`config.mk`:
```
export PLATFORM = sky130hd
export DESIGN_NAME = dualModDivider
export DESIGN_NICKNAME = d
export VERILOG_FILES = /design/src/rtl/divPkg.sv /design/src/rtl/divCtrl.sv /design/src/rtl/divData.sv /design/src/rtl/dualModDivider.sv
export SDC_FILE = /design/constraint.sdc
export NUM_CORES = 1
export LEC_CHECK = 0
export ABC_AREA = 1
export BUFFER_PORTS_ARGS = -buffer_cell sky130_fd_sc_hd__buf_4
export CAP_MARGIN = 0
export CORE_MARGIN = 1.5
export CORE_UTILIZATION = 25
export DETAILED_ROUTE_END_ITERATION = 8
export GPL_TIMING_DRIVEN = 0
export HOLD_SLACK_MARGIN = 0.02
export PLACE_DENSITY = 0.49
export SLEW_MARGIN = 10
export SYNTH_ARGS = -nofsm -noshare
export SYNTH_HDL_FRONTEND = slang
export SYNTH_SLANG_ARGS = --single-unit
```
`constraint.sdc`:
```
create_clock -name clk -period 6.2 [get_ports clk]
set_input_delay 0 -clock clk [delete_from_list [all_inputs] [get_ports clk]]
set_output_delay 0 -clock clk [all_outputs]
set_load 0.1 [all_outputs]
```
`src/rtl/divPkg.sv`:
```
package divPkg;
  localparam int SWALLOW_W = 5;
  localparam int MAIN_W    = 13;
  localparam int MAIN_MIN  = 3;
  localparam int PSC_W     = 6;

  // strobes issued by the control section to the datapath
  typedef struct packed {
    logic tick;     // prescaler input advances this clock
    logic pscWrap;  // prescaler finishes one modulus cycle
    logic reload;   // output period ends: reload counters
    logic load;     // hold counters at load state
  } divStrobeT;

  // datapath status back to control
  typedef struct packed {
    logic swallowActive;  // swallow count not yet exhausted
    logic mainLast;       // main counter on its final prescaler cycle
  } divStatusT;

  function automatic logic [PSC_W-1:0] pscModulus(input logic [1:0] code);
    logic [PSC_W-1:0] m;
    case (code)
      2'd0:    m = PSC_W'(8);
      2'd1:    m = PSC_W'(16);
      default: m = PSC_W'(32);
    endcase
    return m;
  endfunction
endpackage

```
`src/rtl/divCtrl.sv`:
```
module divCtrl
  import divPkg::*;
#(
  parameter int PW = PSC_W
) (
  input  logic      clk,
  input  logic      rstN,
  input  logic      cntRst,
  input  logic [1:0] pscSel,
  input  logic      halfSel,
  input  divStatusT status,
  output divStrobeT stb
);
  localparam logic [PW-1:0] ONE = PW'(1);

  logic [PW-1:0] pscCnt;
  logic [PW-1:0] baseMod;
  logic [PW-1:0] modNow;
  logic [1:0]    pscQ;
  logic          halfQ;
  logic          halfTgl;
  logic          primeQ;
  logic          tick;
  logic          pscWrap;
  logic          loadNow;

  always_comb begin
    loadNow = cntRst || !primeQ;
    baseMod = PW'(pscModulus(pscQ));
    modNow  = status.swallowActive ? baseMod + ONE : baseMod;
    tick    = halfQ ? halfTgl : 1'b1;
    pscWrap = tick && (pscCnt == modNow - ONE);
    stb.tick    = tick;
    stb.pscWrap = pscWrap;
    stb.load    = loadNow;
    stb.reload  = pscWrap && status.mainLast && !loadNow;
  end

  always_ff @(posedge clk or negedge rstN) begin
    if (!rstN) begin
      pscCnt  <= '0;
      pscQ    <= 2'd0;
      halfQ   <= 1'b0;
      halfTgl <= 1'b0;
      primeQ  <= 1'b0;
    end else begin
      primeQ <= 1'b1;
      if (loadNow) begin
        pscCnt  <= '0;
        halfTgl <= 1'b0;
        pscQ    <= pscSel;
        halfQ   <= halfSel;
      end else begin
        halfTgl <= ~halfTgl;
        if (tick) begin
          pscCnt <= pscWrap ? '0 : pscCnt + ONE;
        end
        if (stb.reload) begin
          pscQ  <= pscSel;
          halfQ <= halfSel;
        end
      end
    end
  end
endmodule

```
`src/rtl/divData.sv`:
```
module divData
  import divPkg::*;
#(
  parameter int AW   = SWALLOW_W,
  parameter int BW   = MAIN_W,
  parameter int BMIN = MAIN_MIN
) (
  input  logic          clk,
  input  logic          rstN,
  input  logic [AW-1:0] swallowIn,
  input  logic [BW-1:0] mainIn,
  input  divStrobeT     stb,
  output divStatusT     status,
  output logic          divPulse,
  output logic          cfgErr
);
  localparam logic [BW-1:0] B_FLOOR = BW'(BMIN);
  localparam logic [BW-1:0] B_ONE   = BW'(1);
  localparam logic [AW-1:0] A_ONE   = AW'(1);

  logic [AW-1:0] swCnt;
  logic [BW-1:0] mainCnt;
  logic [BW-1:0] mainEff;

  always_comb begin
    mainEff              = (mainIn < B_FLOOR) ? B_FLOOR : mainIn;
    status.swallowActive = (swCnt != '0);
    status.mainLast      = (mainCnt == B_ONE);
  end

  always_ff @(posedge clk or negedge rstN) begin
    if (!rstN) begin
      swCnt    <= '0;
      mainCnt  <= B_FLOOR;
      divPulse <= 1'b0;
      cfgErr   <= 1'b0;
    end else begin
      cfgErr   <= (mainIn < BW'(swallowIn));
      divPulse <= stb.reload;
      if (stb.load || stb.reload) begin
        swCnt   <= swallowIn;
        mainCnt <= mainEff;
      end else if (stb.pscWrap) begin
        if (swCnt != '0) swCnt <= swCnt - A_ONE;
        mainCnt <= mainCnt - B_ONE;
      end
    end
  end
endmodule

```
`src/rtl/dualModDivider.sv`:
```
module dualModDivider
  import divPkg::*;
#(
  parameter int AW   = SWALLOW_W,
  parameter int BW   = MAIN_W,
  parameter int BMIN = MAIN_MIN,
  parameter int PW   = PSC_W
) (
  input  logic          clk,
  input  logic          rstN,
  input  logic          cntRst,
  input  logic [AW-1:0] swallowIn,
  input  logic [BW-1:0] mainIn,
  input  logic [1:0]    pscSel,
  input  logic          halfSel,
  output logic          divPulse,
  output logic          cfgErr
);
  divStrobeT stb;
  divStatusT status;

  divCtrl #(.PW(PW)) u_ctrl (
    .clk    (clk),
    .rstN   (rstN),
    .cntRst (cntRst),
    .pscSel (pscSel),
    .halfSel(halfSel),
    .status (status),
    .stb    (stb)
  );

  divData #(.AW(AW), .BW(BW), .BMIN(BMIN)) u_data (
    .clk      (clk),
    .rstN     (rstN),
    .swallowIn(swallowIn),
    .mainIn   (mainIn),
    .stb      (stb),
    .status   (status),
    .divPulse (divPulse),
    .cfgErr   (cfgErr)
  );
endmodule

```
Yosys cells after proc, flatten, opt, wreduce, memory -nomap -nowiden

Cells that the tools add are included.

Output and inout bits: 2
Word-level logic and storage cells: 51
Bits in registers: 31
Input bits: 24

Add/sub/neg operators: 5
Eq/ne operators: 3
$lt $le $gt $ge: 2
Reduce and logical (&&, ||, !) cells: 14
Muxes and demuxes: 17
Bitwise logic cells: 1

Operators with widths:

| cell                    | count |
|---|---|
| $mux W13                | 3 |
| $mux W6                 | 4 |
| $mux W5                 | 3 |
| $eq A13 B1 Y1 const B   | 1 |
| $lt A13 B2 Y1 const B   | 1 |
| $lt A13 B5 Y1           | 1 |
| $sub A13 B1 Y13 const B | 1 |
| $add A6 B1 Y6 const B   | 2 |
| $pmux W6 S2             | 1 |
| $reduce_bool A2 Y1      | 4 |
| $eq A6 B6 Y1            | 1 |
| $sub A6 B1 Y6 const B   | 1 |
| $reduce_bool A5 Y1      | 1 |
| $sub A5 B1 Y5 const B   | 1 |
| $mux W1                 | 4 |
| $mux W2                 | 2 |
| $logic_and A1 B1 Y1     | 3 |
| $eq A2 B1 Y1 const B    | 1 |
| $logic_not A1 Y1        | 2 |
| $logic_not A2 Y1        | 1 |
| $logic_or A1 B1 Y1      | 2 |
| $reduce_and A2 Y1       | 1 |
| $not A1 Y1              | 1 |

Depth between registers and ports, before layout

Gate-level depths: netlist of the first run.

Depth after elaboration: 12
Depth in mapped cells: 21
Mapped depth without buffers: 20

By module

Synthesis of the first run repeated with hierarchy kept, for this count alone.

Cells, all modules: 301
Area, all modules: 2177.1 um^2

By module, submodules not included:

| module  | seq. area each (um^2) | cells each | area an instance (um^2) | times used |
|---|---|---|---|---|
| divData | 503.0                 | 211        | 1455.1                  | 1 |
| divCtrl | 275.3                 | 90         | 721.9                   | 1 |

Worst setup path before layout of the first run

No wires, ideal clock.

Path type: reg2reg
Start point: register u_data.swCnt[0]
End point: register u_data.swCnt[2]
Path slack: 4.041 ns
Cell stages (with the launch flop): 19
Arrival: 2.042 ns
Required time: 6.084 ns
Period minus slack after synthesis: 2.159 ns
Path buffers: 1
Setup time: 0.116 ns
Cell sequence: dfrtp_1 -> inv_1 -> ha_1 -> inv_1 -> nor2_2 -> nand2_2 -> inv_1 -> ha_1 -> nand2_1 -> inv_1 -> nor2_1 -> nand3_2 -> nor2_4 -> nand3_4 -> buf_2 -> nand3_1 -> nand2_1 -> nand2_1 -> nand2_1

Cells in the longest elaborated chain, start to end: 10
Elaborated cells on any way between the ends: 15
Classes of those cells: add/sub (2); eq/ne (1); mux (4); reduce/logical (8)

RTL lines:

| what                                | RTL line                     | RTL |
|---|---|---|
| start, declared                     | divData.sv:21                | `logic [AW-1:0] swCnt;` |
| start signal, assigned              | divData.sv:41                | `swCnt <= swallowIn;` |
| start signal, assigned              | divData.sv:44                | `if (swCnt != '0) swCnt <= swCnt - A_ONE;` |
| $reduce_bool A5 Y1                  | divData.sv:27, divData.sv:44 |  |
| $mux W6                             | divCtrl.sv:30                | `modNow = status.swallowActive ? baseMod + ONE : baseMod;` |
| $sub A6 B1 Y6                       | divCtrl.sv:32                | `pscWrap = tick && (pscCnt == modNow - ONE);` |
| $eq A6 B6 Y1                        | divCtrl.sv:32                |  |
| $logic_and A1 B1 Y1                 | divCtrl.sv:32                |  |
| $logic_and A1 B1 Y1 (2 in a row)    | divCtrl.sv:36                | `stb.reload = pscWrap && status.mainLast && !loadNow;` |
| $logic_or A1 B1 Y1                  | divData.sv:40                | `if (stb.load \|\| stb.reload) begin` |
| $reduce_bool A2 Y1 (no source line) | --                           |  |
| $reduce_and A2 Y1 (no source line)  | --                           |  |

Parallel ways exist; a longest one is shown, timed or not. The select of a mux whose other input is x is not followed.
A chain may end at the register's enable or synchronous reset.

Worst setup path in the final report of the first run

Start point: register u_data.swCnt[0]
End point: register u_data.swCnt[3]

Same word-level chain as after synthesis.

==> summary.md, run 1 <==
| Metric | Value |
|---|---|
| DPL Wire Length | `3950 um` |
| Largest net degree at the start of global routing | `32` |
| Chip Width | `96.5 um` |
| Setup violators final | `0` |
| Avg WL per Cell | `11.5 um` |
| Xor/xnor share of the synthesized area | `6.41%` |
| Yosys reg bits | `31` |
| Yosys cell types | `34` |
| Num CTS Buffers | `5` |
| NumNets Final | `387` |
| Register area share after synthesis | `35.6%` |
| Clock latency at the later pin of the worst-skew pair | `290 ps` |
| CTS tree | `yes` |
| Final TNS setup | `0 ps` |
| Initial antenna violation count | `0` |
| Synthesis warning total | `0` |
| Area share of the largest cell type after synthesis | `33.2%` |
| Post-route insts no fill | `459` |
| CP cell instances | `inv_1 > ha_1 > inv_1 > nor2_2 > nand2_2 > inv_1 > ha_1 > nand2_1 > inv_1 > nor2_1 > nand3_2 > nor2_4 > nand2_4 > nand2_2 > nand2_1 > nand2_1 > nand2_1` |
| Adder-cell share of the synthesized area | `5.72%` |
| Fin crit period | `2450 ps` |
| Fmax | `408 MHz` |
| # DRC | `0` |
| Length of the first detailed-routing pass in iterations | `4` |
| Sequential cell area | `778 um2` |
| PortBufs | `25` |
| CP Max Fanout | `7` |
| Yosys top cell by area | `dfrtp_1` |
| CTS Buffer Depth | `2` |
| Hold WC Path Type | `input pin to flop` |
| Total wire length | `5290 um` |
| Startpoint Class | `flop` |
| Cts repair resizes | `0` |
| First-pass GRT wire length | `9540 um` |
| Max VDD drop | `0.0000624 V` |
| Total power | `0.000576 W` |
| Worst Path Arrival | `2630 ps` |
| Grt total ovfl | `0` |
| Die area | `9310 um2` |
| DRT iter0 DRCs | `99` |
| Vias per cell | `4.43` |
| Slowest cell on the critical path | `dfrtp_1` |
| Synth Area in Simple Gates | `37.2%` |
| Area grow syn2layout | `24.7%` |
| Synthesized Nets | `343` |
| Avg Inst Size Synth | `7.07 um2` |
| # IOs | `26` |
| Placed Cells incl. Taps | `439` |
| Global Route Usage Sum | `13.3%` |
| Max Cap Viol | `0` |
| Worst Setup SP | `u_data.swCnt[0]$_DFFE_PN0P_` |
| Via Count | `2032` |
| Power per cell area | `211 nW/um2` |
| Pins over their slew limit | `0` |
| Largest family of logic cells by synthesized area | `simple AND/OR/NAND/NOR gates` |
| RSZ-0062 raised after global routing | `no` |
| Final worst path period share | `39.5%` |
| CP endpoint kind | `flop` |
| Final core occ | `32.7%` |
| Mux share of post-synthesis cell area | `0%` |
| Final hold slack | `18.1 ps` |
| Root Driver | `clkbuf_8` |
| Clock Skew | `7.13 ps` |
| Area of the multi-input gates | `1210 um2` |
| Max stage delay on crit path | `390 ps` |
| Post-synthesis compound-gate area fraction | `5.67%` |
| Required time worst endpoint | `6380 ps` |
| Final ANT Viol Nets | `0` |
| Cell row count | `33` |
| Initial core utilization | `26.2%` |
| Post-CTS Setup Bufs | `0` |
| Hold Path Origin | `mainIn[6]` |
| Clock slew at reported path FFs | `70 ps` |
| Layout cell share with drive strength beyond 1 | `15.5%` |
| Clock sink total | `31` |
| CTS H-tree depth | `2` |
| Vias in the first global route | `2003` |
| Status | `finished, final reports clean` |
| Type of the worst setup path | `flop to flop` |
| Antenna diodes | `0` |
| Mapped Cells | `309` |
| Die span in y | `96.5 um` |
| Core Footprint | `8340 um2` |
| Cells taking the most area after synthesis | `dfrtp_1, nand2_1, nand3_1, inv_1, ha_1` |
| Final hold vios | `0` |
| Filler instances | `930` |
| Routability congestion estimate | `0.802` |
| Worst r2r src | `u_data.swCnt[0]$_DFFE_PN0P_` |
| Mapped Area | `2190 um2` |
| Leakage | `1.40 nW` |
-- metal layers --
| metal | routed length [um] | GRT usage (%) | share of wire [%] | up-vias |
|---|---|---|---|---|
| met3 | 227 | 2.66 | 4.3 | 5 |
| met4 | 63 | 3.26 | 1.2 | 0 |
| met1 | 2810 | 19.5 | 53 | 926 |
| met2 | 2190 | 19.9 | 41 | 39 |
| li1 | - | - | - | 1062 |
| met5 | 0 | 0 | 0 | - |
-- per-stage QoR --
step | area [um2] | setup WS (ps)
finish | 2730 | 3750
global route | 2730 | 3470
CTS | 2730 | 3700
detailed placement | 2500 | 3710
global placement | 2500 | 3730
floorplan | 2190 | 4040
-- cells in the final DEF, fill, tap and decap left out, types with 2 or more instances in the layout --
master          n
buf_2           2
buf_4          26
a21oi_1         3
xnor2_1         8
clkbuf_8        7
o21ai_0        13
inv_2           3
nand2_4         2
inv_1          40
nor4_1          2
nand4_1         3
clkbuf_1        3
nand2_2         5
nor2_1         25
nand2_1        91
xor2_1          8
nand3_1        37
nor3_1          4
nand3b_1        4
dfrtp_1        29
ha_1           10
nor2_2          3
dfstp_2         2
dlygate4sd3_1  12
-- cell type report --
type	count	area share (%)
multi-input cells	228	44.3
flip-flops and latches	31	28.6
repair buffers	37	11.3
inverters	43	5.92
well taps	105	4.82
clock buffers	8	3.67
plain buffers	7	1.47
-- synthesized netlist by cell type (all sizes together) --
library cell / count
o221ai: 1
ha: 10
nand4: 3
inv: 43
o21bai: 1
dfrtp: 29
nor3: 4
a21o: 1
o22ai: 1
clkbuf: 2
conb: 1
xnor2: 8
nand3b: 4
dfstp: 2
nand2: 98
buf: 5
a21oi: 3
nor2: 29
xor2: 8
nor4: 2
nand3: 39
o21ai: 15
-- critical path, delay by kind of cell (launching register included) --
| family | cells | cell delay [ps] |
|---|---|---|
| flops | 1 | 390 |
| buf+inv | 4 | 320 |
| fa+ha+maj | 2 | 410 |
| simple gates | 11 | 1210 |
-- registers in the layout, indices dropped and copies added (netlist names) --
name / count
u_data.divPulse: 1
u_data.swCnt: 5
u_data.cfgErr: 1
u_ctrl.primeQ: 1
u_ctrl.halfTgl: 1
u_data.mainCnt: 13
u_ctrl.pscCnt: 6
u_ctrl.pscQ: 2
u_ctrl.halfQ: 1
-- path summary, 6_finish.rpt --
path	cells past startpoint	slack [ps]	endpoint
max reg2reg	17	3750	u_data.swCnt[3]$_DFFE_PN0P_
max in group asynchronous	2	5680	u_data.mainCnt[1]$_DFFE_PN1P_
min in group asynchronous	2	190	u_ctrl.pscCnt[4]$_DFFE_PN0P_
max	17	3750	u_data.swCnt[3]$_DFFE_PN0P_
min reg2reg	1	430	u_ctrl.halfTgl$_DFF_PN0_
min	5	20	u_data.mainCnt[6]$_DFFE_PN0P_
-- cell families (layout without fill, tap and decap cells) --
kind of cell,Yosys count,after routing
AND/OR/NAND/NOR,179,179
other,1,1
flip-flops,31,31
adder cells (fa/ha/maj),10,10
AO/OA/AOI/OAI,22,22
buffers and inverters,50,95
XOR/XNOR,16,16
-- power by group --
group	internal [W]	switching (W)	total (W)	leakage, nW
clock	0.000101	0.0000830	0.000184	0.0515
sequential	0.000223	0.0000221	0.000245	0.380
combinational	0.0000624	0.0000834	0.000146	0.966
total	0.000387	0.000188	0.000576	1.40
-- repair_timing --
action | in CTS | in global routing
hold buffers | 12 | 0
hold endpoints to repair | 42 | 0
setup endpoints to repair | 0 | 0
No activity file was read; power rests on OpenSTA's default activity.
==> run 2, diff against run 1 <==
Clock period 6.2 ns to 2.3 ns, I/O delays scaled along.
==> run 2 against run 1 <==
Setup slack got worse by 3700 ps. Fmax increased by 8.2%. Cell area increased by 13%. Via count increased by 5.4%. Critical path type unchanged.
==> summary.md, run 2 (synthesis results as in run 1) <==
| Metric | Value |
|---|---|
| Status | `finished, final reports clean` |
| Total wire length | `5700 um (+7.7%)` |
| Worst r2r src | `u_data.swCnt[1]$_DFFE_PN0P_` |
| Internal power | `0.00114 W (+190%)` |
| Leakage | `1.54 nW (+10%)` |
| Power per cell area | `551 nW/um2 (+160%)` |
| Worst Path Arrival | `2490 ps (-140 ps)` |
| Pins over their slew limit | `0 (unchanged)` |
| Top Registers | `u_data.mainCnt: 13 flops, u_ctrl.pscCnt: 6 flops, u_data.swCnt: 5 flops` |
| Area grow syn2layout | `41.3%` |
| Routability congestion estimate | `0.802 (unchanged)` |
| DPL Wire Length | `3950 um (unchanged)` |
| # DRC | `0 (unchanged)` |
| Clock Skew | `4.41 ps (-2.72 ps)` |
| Startpoint Class | `flop` |
| CP endpoint kind | `flop` |
| Hold Path Origin | `mainIn[6]` |
| RSZ-0062 raised after global routing | `yes` |
| Net Sw Frac | `32.9% (+0.18 points)` |
| Avg WL per Cell | `11.9 um (+3.2%)` |
| Slew headroom | `50.9%` |
| Grt total ovfl | `0 (unchanged)` |
| Vias per cell | `4.47 (+0.96%)` |
| Length of the first detailed-routing pass in iterations | `4 (unchanged)` |
| Clock latency at the later pin of the worst-skew pair | `290 ps (about the same)` |
| Initial core utilization | `26.2% (unchanged)` |
| CTS Buffer Depth | `2 (unchanged)` |
| Largest register FFs | `13 (unchanged)` |
| Layout cell share with drive strength beyond 1 | `24.6% (+9.1 points)` |
| CTS tree | `yes` |
| P_sw | `0.000561 W (+200%)` |
| Clk pwr share | `28.9% (-3.1 points)` |
| Largest net degree at the start of global routing | `32 (unchanged)` |
| Setup violators final | `0 (unchanged)` |
| Worst Setup Slack, final | `34.4 ps (-3720 ps)` |
| Type of the worst setup path | `flop to flop` |
| Fin crit period | `2270 ps (-185 ps)` |
| Vias in the first global route | `2103 (+5.0%)` |
| Num CTS Buffers | `5 (unchanged)` |
| Clock slew at reported path FFs | `70 ps (about the same)` |
| Final ANT Viol Nets | `0 (unchanged)` |
| # IOs | `26 (unchanged)` |
| PortBufs | `25 (unchanged)` |
| Top Layer Used | `met4` |
| Final hold vios | `0 (unchanged)` |
| Via Count | `2141 (+5.4%)` |
| Die span in y | `96.5 um (unchanged)` |
| Worst-Margin Slew | `736 ps` |
| Reg with most FFs | `u_data.mainCnt` |
| First-pass GRT wire length | `10000 um (+5.1%)` |
| Post-Place Worst Slack | `-192 ps (-3900 ps)` |
| Post-route insts no fill | `479 (+4.4%)` |
| Post-route design area | `3090 um2 (+13%)` |
| Met1 WL | `2910 um (+3.4%)` |
| Final worst path period share | `98.5% (+59 points)` |
| Clock sink total | `31 (unchanged)` |
| CP Max Fanout | `5 (-2)` |
| Commonest non-fill, non-tap cell in the layout | `nand2_1` |
| Placed Cells incl. Taps | `439 (unchanged)` |
| Sequential Power Share | `39.0% (-3.6 points)` |
| Required time worst endpoint | `2530 ps (-3850 ps)` |
| Most frequent cells in the layout | `nand2_1, buf_4, nand3_1, inv_1, dfrtp_1` |
| DRT iter0 DRCs | `78 (-21%)` |
| Fmax | `441 MHz (+8.2%)` |
| Die area | `9310 um2 (unchanged)` |
| Worst Setup SP | `u_data.swCnt[1]$_DFFE_PN0P_` |
| Global Route Usage Sum | `14.0% (+0.71 points)` |
| Antenna diodes | `0 (unchanged)` |
| Core Footprint | `8340 um2 (unchanged)` |
| Root Driver | `clkbuf_8` |
| Combinational Power Share | `32.1% (+6.8 points)` |
| NumNets Final | `407 (+5.2%)` |
| Max Cap Viol | `0 (unchanged)` |
| Final TNS setup | `0 ps (unchanged)` |
| Cell row count | `33 (unchanged)` |
| Initial antenna violation count | `0 (unchanged)` |
| Placed Area | `2500 um2 (unchanged)` |
| Met3 WL post-DR | `206 um (-9.3%)` |
| CTS H-tree depth | `2 (unchanged)` |
| Chip Width | `96.5 um (unchanged)` |
| Max VDD drop | `0.000190 V (+200%)` |
| Met2 Wirelength | `2510 um (+15%)` |
| Total power | `0.00170 W (+200%)` |
| Hold WC Path Type | `input pin to flop` |
[run 2: cell count changes in the layout (fill, tap and decap cells not counted), moves of 5 or more]
cell | before | now
buf_4 | 26 | 39
buf_6 | 1 | 6
inv_1 | 40 | 35
o21ai_0 | 13 | 6
[run 2: routing by layer]
metal	vias to the layer above	GRT usage, %
met1	988	20.0
met4	0	3.74
met5	-	0
li1	1100	-
met2	47	21.6
met3	6	2.66
[run 2: worst max-delay path, stage by stage, from the launching register on]
cell,delay (ps)
dfrtp_1,380
inv_2,70
ha_4,160
inv_4,50
nor2_4,30
nand2_2,90
inv_4,40
ha_4,260
inv_2,30
nand2_2,50
nand2_2,50
nor2_2,110
nand3_2,100
nor2_4,130
nand3_4,140
nand2_8,110
buf_12,110
buf_16,110
nand2_4,40
nand2_1,50
nand2_1,50
nand2_1,60
[run 2: worst paths after layout]
path / depth (start not counted) / end / slack, ps
max in group asynchronous: 2 / u_data.mainCnt[1]$_DFFE_PN1P_ / 1770
hold reg to reg: 1 / u_ctrl.halfTgl$_DFF_PN0_ / 420
min in group asynchronous: 2 / u_ctrl.pscCnt[4]$_DFFE_PN0P_ / 190
hold / removal: 5 / u_data.mainCnt[6]$_DFFE_PN0P_ / 20
setup reg to reg: 21 / u_data.swCnt[3]$_DFFE_PN0P_ / 30
setup / recovery: 21 / u_data.swCnt[3]$_DFFE_PN0P_ / 30
[run 2: what timing repair did]
item | CTS | global route
setup endpoints to repair | 24 | 26
hold buffers | 12 | 0
pin swaps | 5 | 11
hold endpoints to repair | 42 | 0
gates resized for setup | 26 | 25
cloned | 1 | 1
setup buffers | 17 | 2
[run 2: power by group through the flow]
| stage | Combinational [W] | Clock (W) | Sequential [W] |
|---|---|---|---|
| after floorplan | 0.000272 | 0 | 0.000658 |
| after global placement | 0.000380 | 0 | 0.000671 |
| after detailed placement | 0.000384 | 0 | 0.000671 |
| after CTS | 0.000500 | 0.000511 | 0.000661 |
| after global routing | 0.000616 | 0.000530 | 0.000673 |
| final | 0.000546 | 0.000492 | 0.000664 |
[run 2: final cells by class]
cell class | count | area, um2
Fill cell | 900 | 5250
Multi-Input combinational cell | 228 | 1310
Sequential cell | 31 | 778
Timing Repair Buffer | 58 | 539
Inverter | 43 | 174
Tap cell | 105 | 131
Clock buffer | 8 | 100
Buffer | 6 | 56.3
[run 2: per-stage QoR]
step / hold slack (ps) / util, %
after floorplan: -296 / -
after detailed placement: -22.1 / 30.0
after global placement: -28.6 / 30.0
final: 22.2 / 37.0
after global routing: 44.6 / 37.0
after CTS: 23.0 / 35.8
